===== src/rtl/frz_pkg.sv =====
package frz_pkg;

   typedef enum logic [2:0] {
      FRZ_IDLE = 3'd0,
      FRZ_HALT = 3'd1,
      FRZ_MAP  = 3'd2,
      FRZ_ARM  = 3'd3,
      FRZ_RUN  = 3'd4
   } frz_state_e;

   // Active-low host lines driven by the cartridge
   typedef struct packed {
      logic ba_n;
      logic game_n;
      logic exrom_n;
      logic nmi_n;
   } frz_lines_t;

   localparam frz_lines_t FRZ_LINES_IDLE = '{ba_n: 1'b1, game_n: 1'b1, exrom_n: 1'b1, nmi_n: 1'b1};

   function automatic frz_lines_t frz_decode(frz_state_e s);
      frz_lines_t l;
      l = FRZ_LINES_IDLE;
      unique case (s)
         FRZ_IDLE: l = FRZ_LINES_IDLE;
         FRZ_HALT: l.ba_n = 1'b0;
         FRZ_MAP: begin
            l.ba_n   = 1'b0;
            l.game_n = 1'b0;
         end
         FRZ_ARM: begin
            l.ba_n   = 1'b0;
            l.game_n = 1'b0;
            l.nmi_n  = 1'b0;
         end
         FRZ_RUN: begin
            l.game_n = 1'b0;
            l.nmi_n  = 1'b0;
         end
         default: l = FRZ_LINES_IDLE;
      endcase
      return l;
   endfunction

endpackage


===== src/rtl/frz_sync.sv =====
module frz_sync #(
   parameter int             WIDTH   = 1,
   parameter int             STAGES  = 2,
   parameter logic [WIDTH-1:0] RST_VAL = '0
) (
   input  logic             clk,
   input  logic             rst_n,
   input  logic [WIDTH-1:0] d_i,
   output logic [WIDTH-1:0] q_o
);

   logic [WIDTH-1:0] chain_q [STAGES];

   for (genvar s = 0; s < STAGES; s++) begin : g_stage
      if (s == 0) begin : g_first
         always_ff @(posedge clk or negedge rst_n) begin
            if (!rst_n) chain_q[0] <= RST_VAL;
            else        chain_q[0] <= d_i;
         end
      end else begin : g_next
         always_ff @(posedge clk or negedge rst_n) begin
            if (!rst_n) chain_q[s] <= RST_VAL;
            else        chain_q[s] <= chain_q[s-1];
         end
      end
   end

   assign q_o = chain_q[STAGES-1];

endmodule


===== src/rtl/frz_debounce.sv =====
module frz_debounce #(
   parameter int CYCLES = 8
) (
   input  logic clk,
   input  logic rst_n,
   input  logic raw_i,
   output logic level_o,
   output logic rise_o
);

   localparam int CW = (CYCLES > 1) ? $clog2(CYCLES) : 1;

   logic level_q;
   logic level_prev_q;

   if (CYCLES <= 1) begin : g_direct
      always_ff @(posedge clk or negedge rst_n) begin
         if (!rst_n) level_q <= 1'b0;
         else        level_q <= raw_i;
      end
   end else begin : g_count
      localparam logic [CW-1:0] LAST = CW'(CYCLES - 1);
      logic [CW-1:0] cnt_q;
      always_ff @(posedge clk or negedge rst_n) begin
         if (!rst_n) begin
            level_q <= 1'b0;
            cnt_q   <= '0;
         end else if (raw_i != level_q) begin
            if (cnt_q == LAST) begin
               level_q <= raw_i;
               cnt_q   <= '0;
            end else begin
               cnt_q <= cnt_q + 1'b1;
            end
         end else begin
            cnt_q <= '0;
         end
      end
   end

   always_ff @(posedge clk or negedge rst_n) begin
      if (!rst_n) level_prev_q <= 1'b0;
      else        level_prev_q <= level_q;
   end

   assign level_o = level_q;
   assign rise_o  = level_q & ~level_prev_q;

endmodule


===== src/rtl/frz_cycle_tick.sv =====
module frz_cycle_tick (
   input  logic clk,
   input  logic rst_n,
   input  logic phi_i,
   input  logic rw_i,
   output logic tick_o,
   output logic tick_rd_o
);

   logic phi_q;

   always_ff @(posedge clk or negedge rst_n) begin
      if (!rst_n) phi_q <= 1'b0;
      else        phi_q <= phi_i;
   end

   // rising phase edge: the bus cycle just ended; rw_i still holds its type
   assign tick_o    = phi_i & ~phi_q;
   assign tick_rd_o = rw_i;

endmodule


===== src/rtl/frz_seq.sv =====
module frz_seq
   import frz_pkg::*;
#(
   parameter int SETTLE_TICKS = 2
) (
   input  logic       clk,
   input  logic       rst_n,
   input  logic       press_i,
   input  logic       nmi_high_i,
   input  logic       tick_i,
   input  logic       tick_rd_i,
   input  logic       release_i,
   output frz_lines_t lines_o
);

   localparam int            CW   = $clog2(SETTLE_TICKS + 1);
   localparam logic [CW-1:0] LAST = CW'(SETTLE_TICKS - 1);

   frz_state_e    st_q, st_d;
   logic [CW-1:0] cnt_q, cnt_d;

   always_comb begin
      st_d  = st_q;
      cnt_d = cnt_q;
      unique case (st_q)
         FRZ_IDLE: begin
            cnt_d = '0;
            if (press_i && nmi_high_i) st_d = FRZ_HALT;
         end
         FRZ_HALT: begin
            if (tick_i) begin
               if (!tick_rd_i)          cnt_d = '0;
               else if (cnt_q == LAST)  st_d  = FRZ_MAP;
               else                     cnt_d = cnt_q + 1'b1;
            end
         end
         FRZ_MAP: if (tick_i) st_d = FRZ_ARM;
         FRZ_ARM: if (tick_i) st_d = FRZ_RUN;
         FRZ_RUN: if (release_i) st_d = FRZ_IDLE;
         default: st_d = FRZ_IDLE;
      endcase
   end

   always_ff @(posedge clk or negedge rst_n) begin
      if (!rst_n) begin
         st_q    <= FRZ_IDLE;
         cnt_q   <= '0;
         lines_o <= FRZ_LINES_IDLE;
      end else begin
         st_q    <= st_d;
         cnt_q   <= cnt_d;
         lines_o <= frz_decode(st_d);
      end
   end

endmodule


===== src/rtl/frz_halt_ctrl.sv =====
module frz_halt_ctrl
   import frz_pkg::*;
#(
   parameter int SYNC_STAGES  = 2,
   parameter int DEB_CYCLES   = 16,
   parameter int SETTLE_TICKS = 2
) (
   input  logic clk,
   input  logic rst_n,
   input  logic frz_btn_i,
   input  logic cpu_phi_i,
   input  logic cpu_rw_i,
   input  logic nmi_sense_n_i,
   input  logic rel_stb_i,
   output logic ba_n_o,
   output logic game_n_o,
   output logic exrom_n_o,
   output logic nmi_n_o
);

   localparam int          NSIG     = 4;
   localparam logic [NSIG-1:0] SYNC_RST = 4'b1100; // {nmi, rw, phi, btn}

   if (SYNC_STAGES < 2) begin : g_bad_sync
      $error("frz_halt_ctrl: SYNC_STAGES must be at least 2");
   end
   if (SETTLE_TICKS < 2) begin : g_bad_settle
      $error("frz_halt_ctrl: SETTLE_TICKS must be at least 2");
   end
   if (DEB_CYCLES < 1) begin : g_bad_deb
      $error("frz_halt_ctrl: DEB_CYCLES must be at least 1");
   end

   logic [NSIG-1:0] raw, synced;
   logic            btn_level, btn_rise;
   logic            tick, tick_rd;
   frz_lines_t      lines;

   assign raw = {nmi_sense_n_i, cpu_rw_i, cpu_phi_i, frz_btn_i};

   frz_sync #(
      .WIDTH  (NSIG),
      .STAGES (SYNC_STAGES),
      .RST_VAL(SYNC_RST)
   ) i_sync (
      .clk  (clk),
      .rst_n(rst_n),
      .d_i  (raw),
      .q_o  (synced)
   );

   frz_debounce #(
      .CYCLES(DEB_CYCLES)
   ) i_deb (
      .clk    (clk),
      .rst_n  (rst_n),
      .raw_i  (synced[0]),
      .level_o(btn_level),
      .rise_o (btn_rise)
   );

   frz_cycle_tick i_tick (
      .clk      (clk),
      .rst_n    (rst_n),
      .phi_i    (synced[1]),
      .rw_i     (synced[2]),
      .tick_o   (tick),
      .tick_rd_o(tick_rd)
   );

   frz_seq #(
      .SETTLE_TICKS(SETTLE_TICKS)
   ) i_seq (
      .clk       (clk),
      .rst_n     (rst_n),
      .press_i   (btn_rise & btn_level),
      .nmi_high_i(synced[3]),
      .tick_i    (tick),
      .tick_rd_i (tick_rd),
      .release_i (rel_stb_i),
      .lines_o   (lines)
   );

   assign ba_n_o    = lines.ba_n;
   assign game_n_o  = lines.game_n;
   assign exrom_n_o = lines.exrom_n;
   assign nmi_n_o   = lines.nmi_n;

endmodule


===== config.mk =====
export PLATFORM = sky130hd
export DESIGN_NAME = frz_halt_ctrl
export DESIGN_NICKNAME = d
export VERILOG_FILES = /design/src/rtl/frz_pkg.sv /design/src/rtl/frz_sync.sv /design/src/rtl/frz_debounce.sv /design/src/rtl/frz_cycle_tick.sv /design/src/rtl/frz_seq.sv /design/src/rtl/frz_halt_ctrl.sv
export SDC_FILE = /design/constraint.sdc
export NUM_CORES = 1
export LEC_CHECK = 0
export ABC_AREA = 1
export BUFFER_PORTS_ARGS = -buffer_cell sky130_fd_sc_hd__buf_2
export CAP_MARGIN = 20
export CORE_ASPECT_RATIO = 1.25
export CORE_MARGIN = 1
export CORE_UTILIZATION = 55
export CTS_CLUSTER_DIAMETER = 100
export DETAILED_ROUTE_END_ITERATION = 10
export PLACE_DENSITY = 0.75
export SYNTH_ARGS = -nofsm -noshare
export SYNTH_HDL_FRONTEND = slang
export SYNTH_HIERARCHICAL = 1
export SYNTH_SLANG_ARGS = --single-unit

===== constraint.sdc =====
create_clock -name clk -period 1.55 [get_ports clk]
set_input_delay 0.31 -clock clk [delete_from_list [all_inputs] [get_ports clk]]
set_output_delay 0.31 -clock clk [all_outputs]
set_load 0.03 [all_outputs]

==> impl_summary.log <==
[metrics] final wirelength: 1310 um
[metrics] CP max stage delay: approximately 0.53 ns
[metrics] Worst Clk Skew: ~0.0067 ns
[metrics] total global-route track usage: 16.5%
[metrics] setup total negative slack: 0 ns
[metrics] leakage power: around 0.55 nW
[metrics] row cnt: 17
[metrics] maximum number of pins on one net before global-route repair: 24
[metrics] Setup CP Type: flip-flop to primary output
[metrics] CTS HTree Levels: 1
[metrics] final weighted congestion of routability-driven global placement: 0.670
[metrics] clock buffer count from CTS: 3
[metrics] TritonCTS clock tree: yes
[metrics] final critical path time including I/O delays and setup: ~1.3 ns
[metrics] synthesis-stage register bit count: 23
[metrics] warning count from the yosys run: 6
[metrics] post-synth net total: 116
[metrics] Req. time, crit path: 1.24 ns
[metrics] Total Die Area: ~2000 um^2
[metrics] source-to-sink clock delay at the later pin of the worst-skew pair: 0.30 ns
[metrics] iteration count of the initial detailed-routing pass: 4
[metrics] largest cells by area after synthesis: sky130_fd_sc_hd__dfrtp_1 (39%), sky130_fd_sc_hd__dfstp_2 (18%), sky130_fd_sc_hd__nand2_1 (8.0%)
[metrics] register area share after synthesis: between 50 and 60%
[metrics] RSZ-0062 raised after global routing: false
[metrics] count of cells along the worst hold path: 1
[metrics] # diodes: 0
[metrics] effective utilization at floorplan: about three fifths
[metrics] number of distinct standard cells referenced by the synthesized netlist: 20
[metrics] power per cell area: ~860 nW/um^2
[metrics] number of antenna violations at the first check in global routing: 0
[metrics] Detail Route Antenna Nets: 0
[metrics] GRT overflow: 0
[metrics] max-capacitance violation count: 0
[metrics] final cell count without fillers: about 130
[metrics] Cells after Synth: 107
[metrics] vias in the first global route: 595
[metrics] clk root buf: sky130_fd_sc_hd__clkbuf_4
[metrics] post_cts resized: 0
[metrics] Max Clock Freq: roughly 0.76 GHz
[metrics] overall power of the completed layout: a little over 0.9 mW
[metrics] number of remaining DRC errors: 0
[metrics] area growth from synthesis to layout: 5.85%
[metrics] Final HPWL DP: approximately 1000 um
[metrics] number of buffers and inverters on the critical path: 1
[metrics] CTS clock-pin slew for the worst setup and hold paths: 0.11 ns
[metrics] via total after detailed routing: just under 700
[metrics] leading register cell type out of synthesis: sky130_fd_sc_hd__dfrtp_1
[metrics] Post-DP Area: 1050 um^2
[metrics] number of cells on the worst reg-to-reg path: 11
[metrics] Place WS: ~0.40 ns
[metrics] final count of pins violating max slew: 0
[metrics] kind of path behind the tightest hold check: primary input to flip-flop
[metrics] worst path cell trace: buf_2
[metrics] Worst setup SP type: flip-flop
[metrics] CP arrival: just over 1 ns
[metrics] most frequent cells after synthesis: sky130_fd_sc_hd__nand2_1 (22), sky130_fd_sc_hd__dfrtp_1 (16), sky130_fd_sc_hd__inv_1 (12)
[metrics] number of enable-type register cells in the synthesized netlist: 0
[metrics] count of placed standard cells including taps: between 100 and 150
[metrics] cell area after synthesis: approximately 1000 um^2
[metrics] share of the synthesized area in the top cell type: a little under 40%
[metrics] highest net fanout along the worst path: 1
[metrics] period utilisation layout: approximately 85%
[metrics] result of the run: complete, no violations
[metrics] largest buffer count on any clock path: 2
[metrics] Crit path max-delay family: flip-flops
[metrics] Final Setup Violations: 0
[metrics] I/O Buffers: 9
[metrics] die extent in y: about 50 um
[metrics] number of ports placed on the die boundary: 11
[metrics] global-route wire length before repair: roughly 2300 um
[metrics] count of fill cells added during filler insertion: around 150
[metrics] number of nets in the layout: roughly 130
[metrics] final std cell area, no fill: ~1100 um^2
[metrics] fraction of layout cells with a size suffix above 1: a little over a third
[metrics] per-cell routed wire length: 9.76 um
[metrics] depth of the critical timing path with buffers and inverters included: 1
[metrics] worst vdd ir: around 650 uV
[metrics] core outline area: about 1800 um^2
[metrics] average cell area after synthesis: between 9 and 10 um^2
[metrics] routed via count divided by cell count: around 5
[metrics] kind of capture point of the worst setup path: primary output
[metrics] slowest cell on the critical path: sky130_fd_sc_hd__dfstp_2
[metrics] clock sinks: 23
[metrics] drt first-iter violations: 12
[metrics] number of hold-slack violations in the final timing report: 0
[metrics] proportion of register bits with asynchronous set or reset after synthesis: 100%
[metrics] Die Width: slightly above 40 um
[metrics] Post-CTS Repair Setup Buffers: 0
[metrics] number of hold buffers added after cts: 1
[metrics] count leader, synth: sky130_fd_sc_hd__nand2_1
[metrics] most area-hungry cell type in the Yosys netlist: sky130_fd_sc_hd__dfrtp_1
[metrics] fin worst setup slack: 0.230 ns
[cell families (layout without fill, tap and decap cells)]
family          Yosys count  in the layout  synth area share (%)
buf+inv                  24             32                  11.0
other cells               1              1                 0.366
fa+ha+maj                 2              2                  2.44
flops                    23             23                  57.0
xor+xnor                  1              1                 0.854
simple gates             53             53                  26.6
compound gates            3              3                  1.83
[area by class of cell]
cell class / count / area [um^2] / area share [%]
inverter: 18 / 67.6 / 6.22
timing repair buffer: 10 / 55.1 / 5.07
clock buffer: 4 / 26.3 / 2.42
sequential: 23 / 584 / 53.8
tap: 19 / 23.8 / 2.19
multi-input combinational: 60 / 329 / 30.3
[worst paths after layout]
| check | start | end | slack [ns] |
|---|---|---|---|
| setup / recovery | i_seq/lines_o[0] | nmi_n_o | 0.23 |
| hold / removal | cpu_rw_i | i_sync/chain_q[6] | 0.10 |
| setup reg to reg | i_deb/level_o | i_seq/lines_o[3] | 0.38 |
| hold reg to reg | i_sync/chain_q[5] | i_sync/q_o[1] | 0.36 |
| max in group asynchronous | rst_n | i_sync/q_o[2] | 0.70 |
| min in group asynchronous | rst_n | i_seq/st_q[2] | 0.49 |
[metal layers]
metal / up-vias / track usage, % / share of wire [%]
met5: - / 0 / 0
met3: 2 / 3.98 / 2.6
met1: 330 / 19.3 / 45
li1: 334 / - / -
met2: 13 / 26.7 / 51
met4: 0 / 8.33 / 0.92
[metrics by stage]
stage	hold slack, ns	util [%]
floorplan	0.0144	-
CTS	0.0894	61.5
detailed placement	0.297	59.5
global route	0.0785	61.5
global placement	0.288	59.5
finish	0.103	61.5
[report_power, final]
part / internal (mW) / switching [mW] / total, mW
clock network: 0.100 / 0.155 / 0.255
logic: 0.0160 / 0.0282 / 0.0441
registers: 0.623 / 0.0109 / 0.634
total: 0.739 / 0.194 / 0.933
[state kept, by name, summed over array words and instances (netlist names)]
signal	count
i_deb/g_count.cnt_q	4
i_sync/chain_q	4
i_sync/q_o	4
i_seq/lines_o	3
i_seq/st_q	3
i_seq/cnt_q	2
i_deb/level_o	1
i_deb/level_prev_q	1
i_tick/phi_q	1
[layout by cell type, fill, tap and decap left out, types with 2 or more instances in the layout]
master and n:
sky130_fd_sc_hd__nand2_1 22, sky130_fd_sc_hd__dfrtp_1 16, sky130_fd_sc_hd__inv_1 12, sky130_fd_sc_hd__buf_2 9, sky130_fd_sc_hd__nor2_1 7, sky130_fd_sc_hd__nand3_1 7, sky130_fd_sc_hd__dfstp_2 7, sky130_fd_sc_hd__inv_2 6
sky130_fd_sc_hd__nor2_2 5, sky130_fd_sc_hd__nand2_2 4, sky130_fd_sc_hd__clkbuf_4 3, sky130_fd_sc_hd__nand3_2 3, sky130_fd_sc_hd__nand4_1 2, sky130_fd_sc_hd__ha_1 2, sky130_fd_sc_hd__nor2_4 2
No activity file was read; power rests on OpenSTA's default activity.
